`src/rtl/ivt_pkg.sv`:
```
package ivt_pkg;

  parameter int unsigned IVT_SEL_W = 3;

  // Control byte bits [6:0]; bit 7 carries nothing
  typedef struct packed {
    logic                 wakeup;
    logic                 rc_sel;
    logic                 wdt_on;
    logic                 clr;
    logic [IVT_SEL_W-1:0] sel;
  } ivt_ctrl_t;

  localparam int unsigned IVT_CTRL_W = $bits(ivt_ctrl_t);

  localparam ivt_ctrl_t IVT_CTRL_RST = '{
    wakeup: 1'b0,
    rc_sel: 1'b0,
    wdt_on: 1'b1,
    clr:    1'b0,
    sel:    {IVT_SEL_W{1'b1}}
  };

endpackage

```
`src/rtl/ivt_prescaler.sv`:
```
module ivt_prescaler #(
  parameter int unsigned SEL_W     = 3,
  parameter int unsigned MIN_SHIFT = 3
) (
  input  logic             clk,
  input  logic             rst_n,
  input  logic [SEL_W-1:0] sel,
  output logic             tick
);

  localparam int unsigned NUM_TAPS = 1 << SEL_W;
  localparam int unsigned DIV_W    = NUM_TAPS - 1 + MIN_SHIFT;

  logic [DIV_W-1:0]    div_q;
  logic [DIV_W-1:0]    div_d;
  logic [NUM_TAPS-1:0] taps;

  always_comb begin
    div_d = div_q + 1'b1;
  end

  always_ff @(posedge clk or negedge rst_n) begin
    if (!rst_n) begin
      div_q <= '0;
    end else begin
      div_q <= div_d;
    end
  end

  // Tap g fires once per 2^(g+MIN_SHIFT) clocks, when its low bits are all ones
  for (genvar g = 0; g < NUM_TAPS; g++) begin : g_tap
    assign taps[g] = &div_q[g+MIN_SHIFT-1:0];
  end

  assign tick = taps[sel];

endmodule

```
`src/rtl/ivt_rc_sync.sv`:
```
module ivt_rc_sync #(
  parameter int unsigned STAGES = 2
) (
  input  logic clk,
  input  logic rst_n,
  input  logic rc_in,
  output logic rise
);

  logic [STAGES-1:0] sync_q;
  logic [STAGES-1:0] sync_d;
  logic              prev_q;

  always_comb begin
    sync_d = {sync_q[STAGES-2:0], rc_in};
  end

  always_ff @(posedge clk or negedge rst_n) begin
    if (!rst_n) begin
      sync_q <= '0;
      prev_q <= 1'b0;
    end else begin
      sync_q <= sync_d;
      prev_q <= sync_q[STAGES-1];
    end
  end

  assign rise = sync_q[STAGES-1] & ~prev_q;

endmodule

```
`src/rtl/ivt_ctrl_reg.sv`:
```
module ivt_ctrl_reg
  import ivt_pkg::*;
(
  input  logic      clk,
  input  logic      rst_n,
  input  logic      wr_en,
  input  ivt_ctrl_t wr_val,
  output ivt_ctrl_t ctrl_q
);

  ivt_ctrl_t ctrl_d;

  always_comb begin
    ctrl_d = ctrl_q;
    if (wr_en) begin
      ctrl_d = wr_val;
    end else if (ctrl_q.clr) begin
      ctrl_d.clr = 1'b0;
    end
  end

  always_ff @(posedge clk or negedge rst_n) begin
    if (!rst_n) begin
      ctrl_q <= IVT_CTRL_RST;
    end else begin
      ctrl_q <= ctrl_d;
    end
  end

endmodule

```
`src/rtl/ivt_counter.sv`:
```
module ivt_counter #(
  parameter int unsigned CNT_W = 8
) (
  input  logic             clk,
  input  logic             rst_n,
  input  logic             clr,
  input  logic             cnt_en,
  output logic [CNT_W-1:0] cnt_q,
  output logic             wrap
);

  logic [CNT_W-1:0] cnt_d;

  always_comb begin
    cnt_d = cnt_q;
    if (clr) begin
      cnt_d = '0;
    end else if (cnt_en) begin
      cnt_d = cnt_q + 1'b1;
    end
  end

  assign wrap = cnt_en & ~clr & (&cnt_q);

  always_ff @(posedge clk or negedge rst_n) begin
    if (!rst_n) begin
      cnt_q <= '0;
    end else begin
      cnt_q <= cnt_d;
    end
  end

endmodule

```
`src/rtl/ivt_irq.sv`:
```
module ivt_irq (
  input  logic clk,
  input  logic rst_n,
  input  logic wrap,
  input  logic ack,
  output logic flag_q,
  output logic tick_q
);

  logic flag_d;

  always_comb begin
    flag_d = wrap | (flag_q & ~ack);
  end

  always_ff @(posedge clk or negedge rst_n) begin
    if (!rst_n) begin
      flag_q <= 1'b0;
      tick_q <= 1'b0;
    end else begin
      flag_q <= flag_d;
      tick_q <= wrap;
    end
  end

endmodule

```
`src/rtl/ivt_timer.sv`:
```
module ivt_timer
  import ivt_pkg::*;
#(
  parameter int unsigned CNT_W     = 8,
  parameter int unsigned MIN_SHIFT = 3,
  parameter int unsigned RC_STAGES = 2
) (
  input  logic             clk,
  input  logic             rst_n,
  input  logic             wr_en,
  input  logic [CNT_W-1:0] wr_data,
  output logic [CNT_W-1:0] rd_data,
  input  logic             rc_clk_in,
  input  logic             irq_ack,
  output logic             irq_flag,
  output logic             wdt_tick,
  output logic             mode_wdt_on,
  output logic             mode_wakeup
);

  localparam int unsigned SPARE_W = CNT_W - IVT_CTRL_W;

  logic [1:0] rst_sync_q;
  logic       rst_int_n;
  ivt_ctrl_t  ctrl_q;
  ivt_ctrl_t  wr_val;
  logic       pre_tick;
  logic       rc_tick;
  logic       cnt_en;
  logic       wrap;
  logic       clr_pulse;
  logic [SPARE_W-1:0] unused_spare;

  // Asynchronous assertion, synchronous release
  always_ff @(posedge clk or negedge rst_n) begin
    if (!rst_n) begin
      rst_sync_q <= 2'b00;
    end else begin
      rst_sync_q <= {rst_sync_q[0], 1'b1};
    end
  end
  assign rst_int_n = rst_sync_q[1];

  assign wr_val       = ivt_ctrl_t'(wr_data[IVT_CTRL_W-1:0]);
  assign unused_spare = wr_data[CNT_W-1:IVT_CTRL_W];

  ivt_ctrl_reg u_ctrl (
    .clk    (clk),
    .rst_n  (rst_int_n),
    .wr_en  (wr_en),
    .wr_val (wr_val),
    .ctrl_q (ctrl_q)
  );

  ivt_prescaler #(
    .SEL_W     (IVT_SEL_W),
    .MIN_SHIFT (MIN_SHIFT)
  ) u_pre (
    .clk   (clk),
    .rst_n (rst_int_n),
    .sel   (ctrl_q.sel),
    .tick  (pre_tick)
  );

  ivt_rc_sync #(
    .STAGES (RC_STAGES)
  ) u_rc (
    .clk   (clk),
    .rst_n (rst_int_n),
    .rc_in (rc_clk_in),
    .rise  (rc_tick)
  );

  assign cnt_en    = ctrl_q.rc_sel ? rc_tick : pre_tick;
  assign clr_pulse = ctrl_q.clr;

  ivt_counter #(
    .CNT_W (CNT_W)
  ) u_cnt (
    .clk    (clk),
    .rst_n  (rst_int_n),
    .clr    (clr_pulse),
    .cnt_en (cnt_en),
    .cnt_q  (rd_data),
    .wrap   (wrap)
  );

  ivt_irq u_irq (
    .clk    (clk),
    .rst_n  (rst_int_n),
    .wrap   (wrap),
    .ack    (irq_ack),
    .flag_q (irq_flag),
    .tick_q (wdt_tick)
  );

  assign mode_wdt_on = ctrl_q.wdt_on;
  assign mode_wakeup = ctrl_q.wakeup;

endmodule

```
`config.mk`:
```
export PLATFORM = sky130hd
export DESIGN_NAME = ivt_timer
export DESIGN_NICKNAME = d
export VERILOG_FILES = /design/src/rtl/ivt_pkg.sv /design/src/rtl/ivt_prescaler.sv /design/src/rtl/ivt_rc_sync.sv /design/src/rtl/ivt_ctrl_reg.sv /design/src/rtl/ivt_counter.sv /design/src/rtl/ivt_irq.sv /design/src/rtl/ivt_timer.sv
export SDC_FILE = /design/constraint.sdc
export NUM_CORES = 1
export LEC_CHECK = 0
export CAP_MARGIN = 20
export CORE_MARGIN = 4
export CORE_UTILIZATION = 51
export DETAILED_ROUTE_END_ITERATION = 10
export PLACE_DENSITY = 0.78
export SKIP_CTS_REPAIR_TIMING = 1
export SYNTH_ARGS = -nofsm -noshare
export SYNTH_HDL_FRONTEND = slang
export SYNTH_HIERARCHICAL = 1
export SYNTH_SLANG_ARGS = --single-unit
```
`constraint.sdc`:
```
create_clock -name clk -period 1.1 [get_ports clk]
set_input_delay 0.165 -clock clk [delete_from_list [all_inputs] [get_ports clk]]
set_output_delay 0.165 -clock clk [all_outputs]
set_load 0.05 [all_outputs]
```
# [After elaboration in Yosys (flattened, before gate mapping)]
# Index checks and enable logic that the tools add are counted.
[op_classes] n_addsub=2 order_cmp=1 n_mux=6 bitwise_logic=8 reduce_logical=10
[op_table] cell="two-way mux 8 bit" count=2
[op_table] cell="AND reduction 8 bit" count=2
[op_table] cell="adder 10 x 1 -> 10 bit (second input constant)" count=1
[op_table] cell="AND reduction 10 bit" count=1
[op_table] cell="AND reduction 9 bit" count=1
[op_table] cell="adder 8 x 1 -> 8 bit (second input constant)" count=1
[op_table] cell="AND reduction 7 bit" count=1
[op_table] cell="AND reduction 6 bit" count=1
[op_table] cell="AND reduction 5 bit" count=1
[op_table] cell="bitwise AND 1 bit" count=4
[op_table] cell="less-than comparator 3 x 4 -> 1 bit (second input constant)" count=1
[op_table] cell="AND reduction 4 bit" count=1
[op_table] cell="binary-select mux 1 bit (select 3 bit)" count=1
[op_table] cell="two-way mux 1 bit" count=3
[op_table] cell="NOT 1 bit" count=3
[op_table] cell="AND reduction 3 bit" count=1
[op_table] cell="nonzero test 2 bit" count=1
[op_table] cell="OR 1 bit" count=1
[word_totals] ff_bits=32 inputBits=13 out_inout_bits=12 wordCells=39

# [Depth between registers and ports, before layout]
# Gate-level depths: netlist (run 1).
[depth] depth_word=7 depth_mapped=12 mapped_depth_nobuf=11

# [By module]
# The synthesis (run 1) kept the hierarchy.
[by_module_without_submodules] module="ivt_prescaler" instances=1 cells_per_inst=40 area_per_inst_um2=483.0 seq_area_each_um2=250.2
[by_module_without_submodules] module="ivt_counter" instances=1 cells_per_inst=39 area_per_inst_um2=404.1 seq_area_each_um2=200.2
[by_module_without_submodules] module="ivt_ctrl_reg" instances=1 cells_per_inst=15 area_per_inst_um2=289.0 seq_area_each_um2=180.2
[by_module_without_submodules] module="ivt_rc_sync" instances=1 cells_per_inst=4 area_per_inst_um2=88.8 seq_area_each_um2=75.1
[by_module_without_submodules] module="ivt_timer" instances=1 cells_per_inst=4 area_per_inst_um2=68.8 seq_area_each_um2=50.0
[by_module_without_submodules] module="ivt_irq" instances=1 cells_per_inst=4 area_per_inst_um2=61.3 seq_area_each_um2=50.0

# [Worst setup path before layout (run 1)]
# Ideal clock, no wire load.
[synth_timing] kind="register -> register" start="register u_pre.div_q[0]" end="register u_irq.flag_q" setup_ps=118 t_arrival_ps=2423 required_ps=982 path_slack_ps=-1441 stages_incl_launch_ff=11 path_buffers=1 period_less_slack_ps=2541 cell_sequence="dfrtp_1 ha_1 and3_1 ha_1 mux2_1 mux4_2 mux2_4 buf_4 nand3_1 nor4_1 a21o_1"
[synth_between] elab_chain_cells=7 word_cells_on_any_way=14 classes_between="mux: 3; bitwise: 3; reduce/logical: 8"
[synth_rtl] element="from (decl)" line="ivt_prescaler.sv:14" text="logic [DIV_W-1:0] div_q;"
[synth_rtl] element="from (signal assigned)" line="ivt_prescaler.sv:26" text="div_q <= div_d;"
[synth_rtl] element="AND reduction 10 bit (tied with other cells)" line="ivt_prescaler.sv:32" text="assign taps[g] = &div_q[g+MIN_SHIFT-1:0];"
[synth_rtl] element="binary-select mux 1 bit (select 3 bit) (*)" line="ivt_prescaler.sv:35" text="assign tick = taps[sel];"
[synth_rtl] element="two-way mux 1 bit (implied by the code) (*)" line="ivt_prescaler.sv:35"
[synth_rtl] element="via pre_tick" line="ivt_timer.sv:27" text="logic pre_tick;"
[synth_rtl] element="two-way mux 1 bit (*)" line="ivt_timer.sv:74" text="assign cnt_en = ctrl_q.rc_sel ? rc_tick : pre_tick;"
[synth_rtl] element="via cnt_en" line="ivt_timer.sv:29" text="logic cnt_en;"
[synth_rtl] element="bitwise AND 1 bit (*) (2 in series)" line="ivt_counter.sv:23" text="assign wrap = cnt_en & ~clr & (&cnt_q);"
[synth_rtl] element="via wrap" line="ivt_timer.sv:30" text="logic wrap;"
[synth_rtl] element="OR 1 bit (*)" line="ivt_irq.sv:13" text="flag_d = wrap | (flag_q & ~ack);"
[synth_rtl] element="via u_irq.flag_d" line="ivt_irq.sv:10" text="logic flag_d;"
[synth_rtl] element="to (signal assigned)" line="ivt_irq.sv:21" text="flag_q <= flag_d;"
[synth_rtl] element="to (decl)" line="ivt_irq.sv:6" text="output logic flag_q,"
# The timed path passes the listed nets; every way through them passes the cells marked *. The select of a mux whose other input is x is not followed.
# A chain may end at the register's enable or synchronous reset.

# [Final worst setup path (run 1)]
[layout_timing] start="register u_pre.div_q[1]" end="register u_cnt.cnt_q[2]"
[layout_between] elab_chain_cells=5 word_cells_on_any_way=12 classes_between="mux: 3; reduce/logical: 9"
[layout_rtl] element="AND reduction 10 bit (tied with other cells)" line="ivt_prescaler.sv:32"
[layout_rtl] element="binary-select mux 1 bit (select 3 bit) (*)" line="ivt_prescaler.sv:35"
[layout_rtl] element="two-way mux 1 bit (implied by the code) (*)" line="ivt_prescaler.sv:35"
[layout_rtl] element="via pre_tick" line="ivt_timer.sv:27"
[layout_rtl] element="two-way mux 1 bit (*)" line="ivt_timer.sv:74"
[layout_rtl] element="via cnt_en" line="ivt_timer.sv:29"
[layout_rtl] element="nonzero test 2 bit (no source line) (*)"
[layout_rtl] element="to (signal assigned)" line="ivt_counter.sv:29" text="cnt_q <= cnt_d;"
[layout_rtl] element="to (decl)" line="ivt_counter.sv:8" text="output logic [CNT_W-1:0] cnt_q,"
# Marked as above.

==> out/metrics.yaml, run 1 <==
status: "finished, violations left"
violations: "setup timing"
cts.clk_slew.worst_paths_ns: 0.10
n_fill_cell: 102
setup_ws_ns: -1.43
p_leak_nw: 1.06
area_delta_synth_final_pct: 63.2
power_density_nw_per_um2: 1260
synth_fp_nets: 124
reg2regPathDepth: 10
dp_hpwl_mm: 2.23
totalWireLength_mm: 3.96
cts-root-buf: "clkbuf_4"
fmax_mhz: 396
dieHeight_um: 60.3
seq_area_um2: 806
multi_input_area_um2: 639
syn_area_um2: 1400
grt_pass1_vias: 1133
synth_cell_types: 32
period_share: 2.30
grt_pass1_wl_mm: 5.17
hold_path_class: "flip-flop to asynchronous set/reset pin"
fin_nets: 190
hold_slack_ns: 0.239
top_layer: "met4"
grtUsageTotal: 0.204
setup_violations: 27
antenna_found_initial: 0
die_x_um: 60.3
syn_inst: 106
drtAntennaViolNets: 0
grt_max_degree: 31
maxSlewViolCount: 0
max-cap-violations: 0
preCtsSetupSlack_ns: -1.34
hold_viol: 0
cts_tree: "done"
wl_per_cell_um: 19.5
reg2reg_slack_ns: -1.43
drtIter0Drc: 46
clock_latency_ns: 0.34
dieArea_um2: 3640
wl_met1_mm: 1.42
start_kind: "flip-flop"
ios: 25
gp_congestion: 0.776
tns_ns: -15.17
wl_met3_um: 280
crit_type: "flip-flop to flip-flop"
antennaDiodeCount: 0
cts_buffers: 5
ys_seq_elements: 32
critPathMaxFanout: 4
core_area_um2: 2540
met2_length_mm: 2.11
cts_max_level: 2
ys_seq_area_frac: 0.578
rows: 18
reg2reg_to: "u_cnt/cnt_q[2]"
cts.sinks: 32
first_pass_iters: 4
required_ns: 1.34
grt_overflow: 0
avgSynthCellArea_um2: 13.2
regToRegStartpoint: "u_pre/div_q[1]"
worstPathArrival_ns: 2.77
skew_ns: 0.00633
vias_per_cell: 5.58
vias: 1132
layout-drive-gt1-share: 0.514
clock_path_buffers: 2
ys_warn_count: 6
initial_utilization: 0.548
drc: 0
endpoint_kind: "flip-flop"
io_buffers: 23
period_needed_ns: 2.53
vdd_drop_max_mv: 1.47
rsz0062_at_grt: "true"
-- final cells by class --
type / instances / share of cell area
inverters: 3 / 0.00495
flip-flops and latches: 32 / 0.354
well taps: 30 / 0.0165
clock inverters: 1 / 0.0132
repair buffers: 62 / 0.302
clock buffers: 7 / 0.0286
multi-input cells: 68 / 0.281
-- where the power goes --
| part | internal, mW | switching, mW |
|---|---|---|
| logic | 0.306 | 0.245 |
| clock network | 0.603 | 0.417 |
| registers | 1.24 | 0.0554 |
| total | 2.15 | 0.717 |
-- sequential cells by signal (all words and copies together) (netlist names) --
register       flops
u_cnt/cnt_q        8
u_irq/flag_q       1
u_ctrl/ctrl_q      7
u_rc/prev_q        1
u_rc/sync_q        2
u_irq/tick_q       1
rst_sync_q         2
u_pre/div_q       10
-- worst max-delay path, stage by stage (launching register included) --
cell     delay, ns
dfrtp_1       0.42
ha_4          0.19
and3_4        0.19
ha_4          0.15
mux2_4        0.25
mux4_2        0.46
mux2_4        0.33
buf_6         0.14
nand2_2       0.06
xor2_1        0.17
nor2_1        0.07
-- cell usage after synthesis, drive strengths merged --
master | number | area, µm²
a211oi | 1 | 7.51
a21boi | 1 | 7.51
a21o | 1 | 7.51
a21oi | 3 | 15.0
and2 | 1 | 7.51
and3 | 2 | 12.5
and4 | 1 | 10.0
buf | 2 | 18.8
clkbuf | 1 | 3.75
conb | 1 | 3.75
dfrtp | 28 | 701
dfstp | 4 | 105
ha | 5 | 62.6
inv | 3 | 11.3
mux2 | 8 | 116
mux2i | 1 | 10.0
mux4 | 1 | 22.5
nand2 | 7 | 26.3
nand3 | 5 | 25.0
nand4 | 6 | 58.8
nor2 | 6 | 22.5
nor2b | 1 | 13.8
nor4 | 1 | 6.26
o21ai | 3 | 15.0
o31ai | 1 | 7.51
or3 | 3 | 18.8
xnor2 | 6 | 52.6
xor2 | 3 | 26.3
-- per-layer routing --
metal / track usage / up-vias
met5: 0 / -
met4: 0.104 / 0
met3: 0.0713 / 16
met2: 0.352 / 61
met1: 0.219 / 549
li1: - / 506
-- worst max path at each step --
stage	slack (ns)	to	from	cells past startpoint
after floorplan	-1.31	u_cnt/cnt_q[3]	u_pre/div_q[0]	10
after global placement	-1.24	u_cnt/cnt_q[3]	u_pre/div_q[1]	9
after detailed placement	-1.34	u_cnt/cnt_q[7]	u_pre/div_q[1]	9
after CTS	-1.42	u_cnt/cnt_q[7]	u_pre/div_q[1]	9
after global routing	-1.51	u_cnt/cnt_q[5]	u_pre/div_q[0]	10
final	-1.43	u_cnt/cnt_q[2]	u_pre/div_q[1]	10
-- cell usage in the layout, fill, tap and decap left out, types with 2 or more instances in the layout --
cell | synthesis | routed
clkdlybuf4s50_1 | 0 | 11
buf_4 | 1 | 29
nand2_2 | 0 | 2
or3_1 | 3 | 3
a21oi_1 | 3 | 2
buf_12 | 0 | 13
nand4_1 | 4 | 4
ha_4 | 0 | 2
clkbuf_8 | 0 | 2
nand2_1 | 7 | 5
nand3_1 | 5 | 3
ha_1 | 5 | 2
dfstp_2 | 4 | 4
mux2_4 | 7 | 8
nor2_1 | 6 | 6
dfrtp_1 | 28 | 28
xnor2_1 | 6 | 6
clkbuf_4 | 0 | 5
nand3_2 | 0 | 2
o21ai_2 | 0 | 2
inv_1 | 3 | 3
xor2_1 | 3 | 3
buf_6 | 1 | 8
-- stage by stage --
stage	power [mW]	area [µm²]	util	instances
2_1_floorplan	1.52	1430	-	106
3_3_place_gp	1.80	2050	0.805	188
3_5_place_dp	1.83	2050	0.805	188
4_1_cts	2.83	2140	0.842	196
5_1_grt	2.96	2280	0.895	203
6_report	2.87	2280	0.895	203
-- logic make-up (layout without fill, tap and decap cells) --
logic type                 after synthesis  in the layout  synth area share
buffers and inverters                    6             73            0.0242
other                                    1              1           0.00269
xor gates and xnor gates                 9              9            0.0565
and+or+nand+nor                         33             33             0.144
AOI/OAI and AO/OA                       10             10            0.0431
muxes                                   10             10             0.107
DFF                                     32             32             0.578
adders and majority gates                5              5            0.0448
(Power assumes the default switching activity.)
==> inputs of run 2 (changes only) <==
--- a/config.mk
+++ b/config.mk
@@ -6,7 +6,7 @@
 export NUM_CORES = 1
 export LEC_CHECK = 0
 export CAP_MARGIN = 20
-export CORE_MARGIN = 4
+export CORE_MARGIN = 3
 export CORE_UTILIZATION = 51
 export DETAILED_ROUTE_END_ITERATION = 10
 export PLACE_DENSITY = 0.78
==> out/metrics.yaml, run 2 (same netlist as run 1, synthesis figures left out) <==
clock_latency_ns: 0.33
antenna_found_initial: 0
setup_ws_ns: -1.35
hold_viol: 0
drc: 0
reg2reg_to: "u_cnt/cnt_q[3]"
vias_per_cell: 5.24
io_buffers: 23
skew_ns: 0.00535
power_mw: 2.45
max-cap-violations: 0
largest_register: "u_pre/div_q"
final_common_cell: "buf_4"
dieHeight_um: 58.3
cpPeakStageDelay_ns: 0.46
dieArea_um2: 3400
gp_congestion: 0.796
ios: 25
cts_buffers: 5
fmax_mhz: 407
worstPathArrival_ns: 2.68
mostFrequentLayoutCells: "buf_4 (33), dfrtp_1 (28), buf_12 (12), clkdlybuf4s50_1 (11), mux2_4 (8)"
path_buf_inv: 0
reg2regPathDepth: 9
first_pass_iters: 4
critPathLaunch: "u_pre/div_q[0]"
wl_per_cell_um: 16.5
die_x_um: 58.3
cp_slowest_cell: "mux4_2"
grt_max_degree: 31
drtAntennaViolNets: 0
crit_chain: "ha_4, and3_4, ha_4, mux2_4, mux4_2, mux2_4, nand4_4, xor2_2, nor2_1"
start_kind: "flip-flop"
layout-drive-gt1-share: 0.514
dp_hpwl_mm: 2.16
regToRegStartpoint: "u_pre/div_q[0]"
rsz0062_at_grt: "true"
cts-root-buf: "clkbuf_4"
area_delta_synth_final_pct: 60.0
design_area_um2: 2230
placed_area_um2: 2050
grtUsageTotal: 0.193
period_needed_ns: 2.45
cts_max_level: 2
cts.clk_slew.worst_paths_ns: 0.10
status: "finished, violations left"
hold_path_class: "flip-flop to asynchronous set/reset pin"
vias: 1074
grt_overflow: 0
cp_top_family: "multiplexers"
critPathMaxFanout: 6
period_share: 2.23
rows: 18
cts.sinks: 32
power_density_nw_per_um2: 1100
largest_reg_flops: 10
setup_violations: 24
reg2reg_slack_ns: -1.35
largestRegisters: "u_pre/div_q (10), u_cnt/cnt_q (8), u_ctrl/ctrl_q (7)"
crit_type: "flip-flop to flip-flop"
antennaDiodeCount: 0
fin_nets: 192
totalWireLength_mm: 3.38
endpoint_kind: "flip-flop"
violations: "setup timing"
cts_tree: "done"
grt_pass1_vias: 1096
maxSlewViolCount: 0
clock_path_buffers: 2
required_ns: 1.33
vdd_drop_max_mv: 1.10
drtIter0Drc: 42
grt_pass1_wl_mm: 4.84
initial_utilization: 0.548
core_area_um2: 2540
p_leak_nw: 1.05
[run 2: changes by cell type in the layout (fill, tap and decap cells not counted), sizes merged]
cell	delta
buf	+2
bufinv	-1
clkinv	+1
[run 2: worst max path at each step]
stage / endpoint / slack [ns] / cells after the start
finish: u_cnt/cnt_q[3] / -1.35 / 9
global route: u_cnt/cnt_q[7] / -1.51 / 11
CTS: u_cnt/cnt_q[3] / -1.34 / 9
detailed placement: u_cnt/cnt_q[3] / -1.32 / 9
global placement: u_cnt/cnt_q[3] / -1.24 / 9
floorplan: u_cnt/cnt_q[3] / -1.31 / 10
[run 2: metrics by stage]
stage | util | std cells | setup WS (ns) | hold slack [ns] | setup TNS [ns]
4_1_cts | 0.825 | 198 | -1.34 | -0.0284 | -14.43
5_1_grt | 0.877 | 205 | -1.51 | 0.250 | -16.82
6_report | 0.877 | 205 | -1.35 | 0.258 | -14.85
3_3_place_gp | 0.806 | 190 | -1.24 | 0.256 | -12.28
2_1_floorplan | - | 106 | -1.31 | -0.131 | -12.47
3_5_place_dp | 0.806 | 190 | -1.32 | 0.259 | -13.28
[run 2: metal layers]
layer	wire length, µm	vias up	GRT usage
li1	-	503	-
met1	1350	528	0.217
met2	1780	35	0.337
met3	167	8	0.0789
met4	77	0	0.0563
met5	0	-	0
[run 2: cell type report]
class | count | area (µm²)
repair buffers | 64 | 687
multi-input cells | 68 | 641
fillers | 112 | 313
well taps | 30 | 37.5
clock buffers | 7 | 45.0
flip-flops and latches | 32 | 806
inverters | 3 | 11.3
clock inverters | 1 | 5.00
[run 2: power by group]
group / leakage [nW] / switching [mW] / total (mW) / internal [mW]
Combinational: 0.611 / 0.236 / 0.529 / 0.293
Clock: 0.0293 / 0.388 / 0.637 / 0.249
Sequential: 0.405 / 0.0492 / 1.29 / 1.24
